## src/rtl/exc_track_pkg.sv

```systemverilog
package exc_track_pkg;

    localparam int CAUSE_W = 3;
    localparam int N_SLOT  = 4;

    typedef enum logic [CAUSE_W-1:0] {
        CAUSE_IRQ  = 3'd0,
        CAUSE_ITLB = 3'd1,
        CAUSE_ILL  = 3'd2,
        CAUSE_OVF  = 3'd3,
        CAUSE_DTLB = 3'd4
    } cause_e;

    typedef struct packed {
        logic   vld;
        logic   exc;
        cause_e cause;
    } tag_t;

    typedef enum logic [0:0] {
        ST_RUN      = 1'b0,
        ST_REDIRECT = 1'b1
    } trk_state_e;

    // Cause that belongs to the fault raised in stage idx (0 fetch .. 3 memory)
    function automatic cause_e stage_cause(int idx);
        cause_e c;
        case (idx)
            0:       c = CAUSE_ITLB;
            1:       c = CAUSE_ILL;
            2:       c = CAUSE_OVF;
            default: c = CAUSE_DTLB;
        endcase
        return c;
    endfunction

    // First fault wins: an already tagged entry is passed on unchanged
    function automatic tag_t tag_merge(tag_t t, logic fault, cause_e c);
        tag_t r;
        r = t;
        if (t.vld && !t.exc && fault) begin
            r.exc   = 1'b1;
            r.cause = c;
        end
        return r;
    endfunction

endpackage

```

## src/rtl/exc_stage_slot.sv

```systemverilog
module exc_stage_slot
    import exc_track_pkg::*;
#(
    parameter int PC_W = 32
) (
    input  logic            clk,
    input  logic            rst_n,
    input  logic            adv_i,
    input  logic            flush_i,
    input  tag_t            in_tag_i,
    input  logic [PC_W-1:0] in_pc_i,
    output tag_t            tag_o,
    output logic [PC_W-1:0] pc_o
);

    tag_t            tag_q;
    logic [PC_W-1:0] pc_q;

    always_ff @(posedge clk or negedge rst_n) begin
        if (!rst_n) begin
            tag_q <= '0;
            pc_q  <= '0;
        end else if (flush_i) begin
            tag_q <= '0;
        end else if (adv_i) begin
            tag_q <= in_tag_i;
            pc_q  <= in_pc_i;
        end
    end

    assign tag_o = tag_q;
    assign pc_o  = pc_q;

endmodule

```

## src/rtl/exc_fetch_gate.sv

```systemverilog
module exc_fetch_gate
    import exc_track_pkg::*;
#(
    parameter int PC_W = 32
) (
    input  logic            fetch_vld_i,
    input  logic [PC_W-1:0] fetch_pc_i,
    input  logic            irq_i,
    input  logic            block_i,
    output tag_t            ent_tag_o,
    output logic [PC_W-1:0] ent_pc_o
);

    always_comb begin
        ent_tag_o = '0;
        ent_pc_o  = fetch_pc_i;
        if (!block_i) begin
            if (irq_i) begin
                // marked no-op takes the place of the fetched instruction
                ent_tag_o.vld   = 1'b1;
                ent_tag_o.exc   = 1'b1;
                ent_tag_o.cause = CAUSE_IRQ;
            end else if (fetch_vld_i) begin
                ent_tag_o.vld   = 1'b1;
            end
        end
    end

endmodule

```

## src/rtl/exc_commit_fsm.sv

```systemverilog
module exc_commit_fsm
    import exc_track_pkg::*;
#(
    parameter int PC_W = 32
) (
    input  logic               clk,
    input  logic               rst_n,
    input  tag_t               wb_tag_i,
    input  logic [PC_W-1:0]    wb_pc_i,
    output logic               take_o,
    output logic               redirect_o,
    output logic [PC_W-1:0]    epc_o,
    output logic [CAUSE_W-1:0] cause_o
);

    trk_state_e      state_q, state_d;
    logic            wb_tagged;
    logic [PC_W-1:0] epc_q;
    cause_e          cause_q;

    assign wb_tagged = wb_tag_i.vld && wb_tag_i.exc;

    always_ff @(posedge clk or negedge rst_n) begin
        if (!rst_n) state_q <= ST_RUN;
        else        state_q <= state_d;
    end

    always_comb begin
        state_d = state_q;
        unique case (state_q)
            ST_RUN:      if (wb_tagged) state_d = ST_REDIRECT;
            ST_REDIRECT: state_d = ST_RUN;
            default:     state_d = ST_RUN;
        endcase
    end

    always_comb begin
        take_o     = 1'b0;
        redirect_o = 1'b0;
        unique case (state_q)
            ST_RUN:      take_o     = wb_tagged;
            ST_REDIRECT: redirect_o = 1'b1;
            default:     take_o     = 1'b0;
        endcase
    end

    always_ff @(posedge clk or negedge rst_n) begin
        if (!rst_n) begin
            epc_q   <= '0;
            cause_q <= CAUSE_IRQ;
        end else if (take_o) begin
            epc_q   <= wb_pc_i;
            cause_q <= wb_tag_i.cause;
        end
    end

    assign epc_o   = epc_q;
    assign cause_o = cause_q;

endmodule

```

## src/rtl/exc_precise_tracker.sv

```systemverilog
module exc_precise_tracker
    import exc_track_pkg::*;
#(
    parameter int              PC_W      = 32,
    parameter logic [PC_W-1:0] VECTOR_PC = 32'h0000_0100
) (
    input  logic               clk,
    input  logic               rst_n,
    input  logic               advance_i,
    input  logic               fetch_vld_i,
    input  logic [PC_W-1:0]    fetch_pc_i,
    input  logic               itlb_fault_i,
    input  logic               illegal_i,
    input  logic               ovf_i,
    input  logic               dtlb_fault_i,
    input  logic               irq_i,
    output logic               take_o,
    output logic [N_SLOT-1:0]  kill_o,
    output logic               redirect_o,
    output logic [PC_W-1:0]    redirect_pc_o,
    output logic [PC_W-1:0]    epc_o,
    output logic [CAUSE_W-1:0] cause_o,
    output logic               retire_o,
    output logic [PC_W-1:0]    retire_pc_o,
    output logic               mem_wr_ok_o
);

    localparam int WB  = N_SLOT - 1;
    localparam int MEM = N_SLOT - 2;

    logic [N_SLOT-1:0] fault_vec;
    tag_t              ent_tag;
    logic [PC_W-1:0]   ent_pc;
    tag_t              st_in  [N_SLOT];
    logic [PC_W-1:0]   pc_in  [N_SLOT];
    tag_t              st_tag [N_SLOT];
    logic [PC_W-1:0]   st_pc  [N_SLOT];
    logic              take_w;
    logic              redir_w;

    // fault raised while an instruction is in stage k, k = 0 fetch .. 3 memory
    assign fault_vec = {dtlb_fault_i, ovf_i, illegal_i, itlb_fault_i};

    exc_fetch_gate #(.PC_W(PC_W)) u_gate (
        .fetch_vld_i (fetch_vld_i),
        .fetch_pc_i  (fetch_pc_i),
        .irq_i       (irq_i),
        .block_i     (redir_w),
        .ent_tag_o   (ent_tag),
        .ent_pc_o    (ent_pc)
    );

    for (genvar g = 0; g < N_SLOT; g++) begin : g_slot
        if (g == 0) begin : g_head
            assign st_in[g] = tag_merge(ent_tag, fault_vec[g], stage_cause(g));
            assign pc_in[g] = ent_pc;
        end else begin : g_body
            assign st_in[g] = tag_merge(st_tag[g-1], fault_vec[g], stage_cause(g));
            assign pc_in[g] = st_pc[g-1];
        end

        exc_stage_slot #(.PC_W(PC_W)) u_slot (
            .clk      (clk),
            .rst_n    (rst_n),
            .adv_i    (advance_i),
            .flush_i  (take_w),
            .in_tag_i (st_in[g]),
            .in_pc_i  (pc_in[g]),
            .tag_o    (st_tag[g]),
            .pc_o     (st_pc[g])
        );
    end

    exc_commit_fsm #(.PC_W(PC_W)) u_fsm (
        .clk        (clk),
        .rst_n      (rst_n),
        .wb_tag_i   (st_tag[WB]),
        .wb_pc_i    (st_pc[WB]),
        .take_o     (take_w),
        .redirect_o (redir_w),
        .epc_o      (epc_o),
        .cause_o    (cause_o)
    );

    assign take_o        = take_w;
    assign kill_o        = {N_SLOT{take_w}};
    assign redirect_o    = redir_w;
    assign redirect_pc_o = VECTOR_PC;
    assign retire_o      = st_tag[WB].vld && !st_tag[WB].exc;
    assign retire_pc_o   = st_pc[WB];
    assign mem_wr_ok_o   = st_tag[MEM].vld && !st_tag[MEM].exc && !dtlb_fault_i && !take_w;

endmodule

```

## config.mk

```make
export PLATFORM = sky130hd
export DESIGN_NAME = exc_precise_tracker
export DESIGN_NICKNAME = d
export VERILOG_FILES = /design/src/rtl/exc_track_pkg.sv /design/src/rtl/exc_stage_slot.sv /design/src/rtl/exc_fetch_gate.sv /design/src/rtl/exc_commit_fsm.sv /design/src/rtl/exc_precise_tracker.sv
export SDC_FILE = /design/constraint.sdc
export NUM_CORES = 1
export LEC_CHECK = 0
export ABC_AREA = 1
export BUFFER_PORTS_ARGS = -buffer_cell sky130_fd_sc_hd__buf_2
export CORE_MARGIN = 3
export CORE_UTILIZATION = 45
export CTS_CLUSTER_DIAMETER = 40
export DETAILED_ROUTE_END_ITERATION = 8
export PLACE_DENSITY = 0.68
export REMOVE_ABC_BUFFERS = 1
export SYNTH_ARGS = -nofsm -noshare
export SYNTH_HDL_FRONTEND = slang
export SYNTH_SLANG_ARGS = --single-unit
```

## constraint.sdc

```tcl
create_clock -name clk -period 1.3 [get_ports clk]
set_input_delay 0.195 -clock clk [delete_from_list [all_inputs] [get_ports clk]]
set_output_delay 0.195 -clock clk [all_outputs]
set_load 0.05 [all_outputs]
```

### Word-level counts from Yosys, hierarchy flattened

Cells that the tools add are included.

* add/sub/neg operators: 0
* multiply operators: 0
* divide/modulo/power cells: 0
* $lt $le $gt $ge: 0
* equality and inequality tests: 0
* shift operators: 0
* muxes and demuxes: 20
* bitwise operators: 2
* reductions and logical operators: 21

Operator list (count)
* 2-to-1 mux 5 bit: 9
* 2-to-1 mux 4 bit: 5
* logical AND 1 bit: 12
* logical NOT 1 bit: 7
* 2-to-1 mux 1 bit: 5
* inverter 1 bit: 2
* one-hot mux 1 bit (2 select lines): 1
* AND reduction 2 bit: 1
* nonzero test 2 bit: 1

* bits in registers: 184
* latch bits: 0
* memory bits (writable): 0
* bits in read-only memories: 0
* bits of input ports: 41
* word-level logic and storage cells: 62
* memories: 0

### Depth between registers and ports, before layout

* depth in word-level cells: 9
* depth in mapped cells: 8
* gate-level depth less buffers: 6

### Cells and area by module

From an unflattened synthesis, not the netlist that was laid out.

* cells, all modules: 928
* area, all modules: 8140.3 µm²

By module, submodules not included
* exc_stage_slot: times used 4, cells an instance 162, area each 1472.7 µm², sequential area each 925.9 µm²
* exc_commit_fsm: times used 1, cells an instance 158, area each 1501.4 µm², sequential area each 900.9 µm²
* exc_precise_tracker: times used 1, cells an instance 81, area each 460.4 µm², sequential area each 0.0 µm²
* exc_fetch_gate: times used 1, cells an instance 41, area each 287.8 µm², sequential area each 0.0 µm²

### Worst setup path after synthesis

OpenSTA, ideal clock, no wires.

* path type: register -> output
* from: register u_fsm.state_q
* to: output mem_wr_ok_o
* arrival: 2.370 ns
* data required time: 1.105 ns
* slack: -1.265 ns
* cell stages (with the launch flop): 4
* buffers on the path: 1
* path through: dfrtp_1 nor2_1 buf_4 nor4_1

* cells in the longest elaborated chain, start to end: 3

RTL lines
* start, declared: RTL line exc_commit_fsm.sv:16 `trk_state_e state_q, state_d;`
* start signal, assigned: RTL line exc_commit_fsm.sv:25 `else state_q <= state_d;`
* 2-to-1 mux 1 bit: RTL line exc_commit_fsm.sv:40 `unique case (state_q)`
* logical NOT 1 bit: RTL line exc_precise_tracker.sv:91 `assign mem_wr_ok_o = st_tag[MEM].vld && !st_tag[MEM].exc && !dtlb_fault_i && !take_w;`
* logical AND 1 bit: RTL line exc_precise_tracker.sv:91
* end, declared: RTL line exc_precise_tracker.sv:25 `output logic mem_wr_ok_o`

No other way between the ends.

### Worst setup path in the final report

* from: register g_slot[3].u_slot.tag_q, in the netlist g_slot[3].u_slot.tag_o[3]
* to: register g_slot[1].u_slot.pc_q[5]

* cells in the longest elaborated chain, start to end: 4

RTL lines
* start, declared: RTL line exc_stage_slot.sv:16 `tag_t tag_q;`
* start signal, assigned: RTL line exc_stage_slot.sv:26 `tag_q <= in_tag_i;`
* logical AND 1 bit: RTL line exc_commit_fsm.sv:21 `assign wb_tagged = wb_tag_i.vld && wb_tag_i.exc;`
* 2-to-1 mux 1 bit: RTL line exc_commit_fsm.sv:40
* inverter 1 bit (no line)
* AND reduction 2 bit (no line)
* end signal, assigned: RTL line exc_stage_slot.sv:27 `pc_q <= in_pc_i;`
* end, declared: RTL line exc_stage_slot.sv:17 `logic [PC_W-1:0] pc_q;`

No other way between the ends.
A chain may end at the register's enable or synchronous reset.

==> reports/metrics.cfg <==
[finish]
final_core_util = 0.722
seq_area_mm2 = 0.00451
layout_common_cells = nand2_1, dfrtp_1, buf_2
final_common_cell = nand2_1
multiInputGateArea_mm2 = 0.00259
syn_to_final_growth_pct = 55.5
design_area_mm2 = 0.0111
antenna_cells = 0
drive_gt1_frac = 0.372
n_fill_cell = 1057
finalNonFillerCells = 1229
fin_nets = 1046

[floorplanning]
rows = 45
initial_core_util = 0.464
fp.dieArea_mm2 = 0.0174
ioPinCount = 148
core_mm2 = 0.0153
die_w_um = 132
die_y_um = 132

[global_routing]
grt_overflow = 0
grt_use_total = 0.210
grt_max_degree = 52
grt_first_pass_wirelength_mm = 28.9
grt_pass1_vias = 5549
antenna_found_initial = 0

[synthesis]
syn_area_mm2 = 0.00711
syn_area_per_cell_um2 = 9.07
synth_cell_types = 17
yosysWarnings = 0
syn_inst = 784
yosysTopAreaCell = dfrtp_1
synth.area.top_cells = dfrtp_1, nand2_1, o21ai_0
seq_area_frac_synth = 0.633
yosysTopAreaCellShare = 0.633
synth-seq-cells = 180

[placed_design]
pre_cts_ws_ns = -0.206
place_area_mm2 = 0.00789
dp_cells = 1093
portBuffers = 115
dp_hpwl_mm = 9.09
gp_congestion = 0.789

[clock_network]
clk_latency_ns = 0.44
numCtsBuffers = 17
clock_path_buffers = 2
cts-root-buf = clkbuf_16
cts_htree_levels = 4
cts_sinks = 180
cts_tree = built
cts.reportedPaths.clkPinSlew_ns = 0.07

[sta]
post-route-period-util = 1.32
period_minus_slack_ns = 1.71
setup_slack_ns = -0.414
max_freq_mhz = 584
fin_skew_ns = 0.00933
maxSlewViolCount = 0
final-hold-violation-count = 0
hold_ws_ns = 0.107
finalSetupViolCount = 190
fin_setup_tns_ns = -59.60
rsz0062_at_grt = true

[worst_setup_path]
path_buf_inv = 7
end_kind = register
worstSetupPathDepth = 10
worst-endpoint-arrival_ns = 2.03
reg2reg_depth = 10
crit_slowest_cell = dfrtp_1
path_cells = buf_4 -> buf_4 -> buf_4 -> nand3_4 -> buf_12 -> nand2_8 -> inv_16 -> buf_12 -> clkbuf_16 -> o21ai_1
cp_top_family = buffers and inverters
cp_data_required_time_ns = 1.62
slowest_delay_ns = 0.39
critical_path_class = register to register
start_kind = register
crit_path_frequent_cell = buf_4
worstPathMaxFanout = 5

[pwr]
totalPowerFinal_mw = 25.3
leakage_nw = 5.79
irDropWorstVdd_v = 0.00113
power_density_mw_per_mm2 = 2290

[routing]
drt-vias-per-instance = 4.86
wl_met1_mm = 8.97
routed-wl-met2_mm = 11.0
drtPass1Iterations = 5
wl_per_cell_um = 17.5
drc_errors = 0
vias = 5971
drtAntennaViolNets = 0
met3RoutedLength_mm = 1.03
routed.top_layer = met4
routed_wl_mm = 21.5
drt_iter0_drc = 416

[run]
drv_cap = 0

[min_path]
min_path_cells = 4
min_path_type = input pin to register

[status]
violations = negative setup slack
outcome = finished, violations left

-- power by group --
| part | switching (mW) | leakage [nW] | internal [mW] |
|---|---|---|---|
| combinational | 6.77 | 3.20 | 4.10 |
| sequential | 1.37 | 2.29 | 7.46 |
| clock | 2.24 | 0.294 | 3.40 |
-- what timing repair did --
item                                   CTS  global route
endpoints found under the hold margin   69             0
hold buffers                            33             0
cloned                                  19            22
buffers inserted                        21            22
pin swaps                                7            23
gates resized for setup                134           253
setup endpoints to repair               93           209
-- per-layer routing --
layer	vias to the layer above	global-route usage
li1	2790	-
met1	2936	0.277
met2	202	0.342
met3	43	0.0456
met4	0	0.0788
met5	-	0
-- flip-flops by register name, summed over array words and instances (netlist names) --
signal and flops:
g_slot.u_slot.pc_o 128, u_fsm.epc_o 32, g_slot.u_slot.tag_o 16, u_fsm.cause_o 3, u_fsm.state_q 1
-- cell families after synthesis --
kind of cell / Yosys count / share of synthesized area
other: 2 / 0.00106
flip-flops: 180 / 0.633
AND/OR/NAND/NOR: 403 / 0.215
AO/OA/AOI/OAI: 79 / 0.0556
buffers and inverters: 120 / 0.0955
-- synthesized netlist by cell type --
master,n
a21oi_1,1
buf_1,1
buf_2,21
buf_4,44
buf_6,5
clkbuf_1,3
conb_1,2
dfrtp_1,180
inv_1,45
inv_2,1
nand2_1,389
nand3_1,5
nand4_1,2
nor2_1,6
nor4_1,1
o21ai_0,72
o21ai_1,6
-- worst min-delay path: cells and delay by family --
kind	cells	cell delay, ns
simple gates	3	0.21
buf+inv	1	0.10
-- path summary, 6_finish.rpt --
kind                                            from                   endpoint  slack (ns)
hold / removal                                 irq_i  g_slot[0].u_slot.tag_o[3]        0.11
max in group asynchronous                      rst_n  g_slot[3].u_slot.pc_o[15]        0.49
setup / recovery           g_slot[3].u_slot.tag_o[3]   g_slot[1].u_slot.pc_o[5]       -0.41
min in group asynchronous                      rst_n  g_slot[0].u_slot.tag_o[0]        0.24
setup reg to reg           g_slot[3].u_slot.tag_o[3]   g_slot[1].u_slot.pc_o[5]       -0.41
hold reg to reg            g_slot[2].u_slot.pc_o[27]  g_slot[3].u_slot.pc_o[27]        0.47
-- cell type report --
class,instances,share of cell area
repair buffers,242,0.253
well taps,211,0.0239
clock inverters,14,0.0190
repair inverters,3,0.00599
inverters,46,0.0182
flip-flops and latches,180,0.407
clock buffers,18,0.0388
multi-input cells,515,0.234
(Power assumes the default switching activity.)
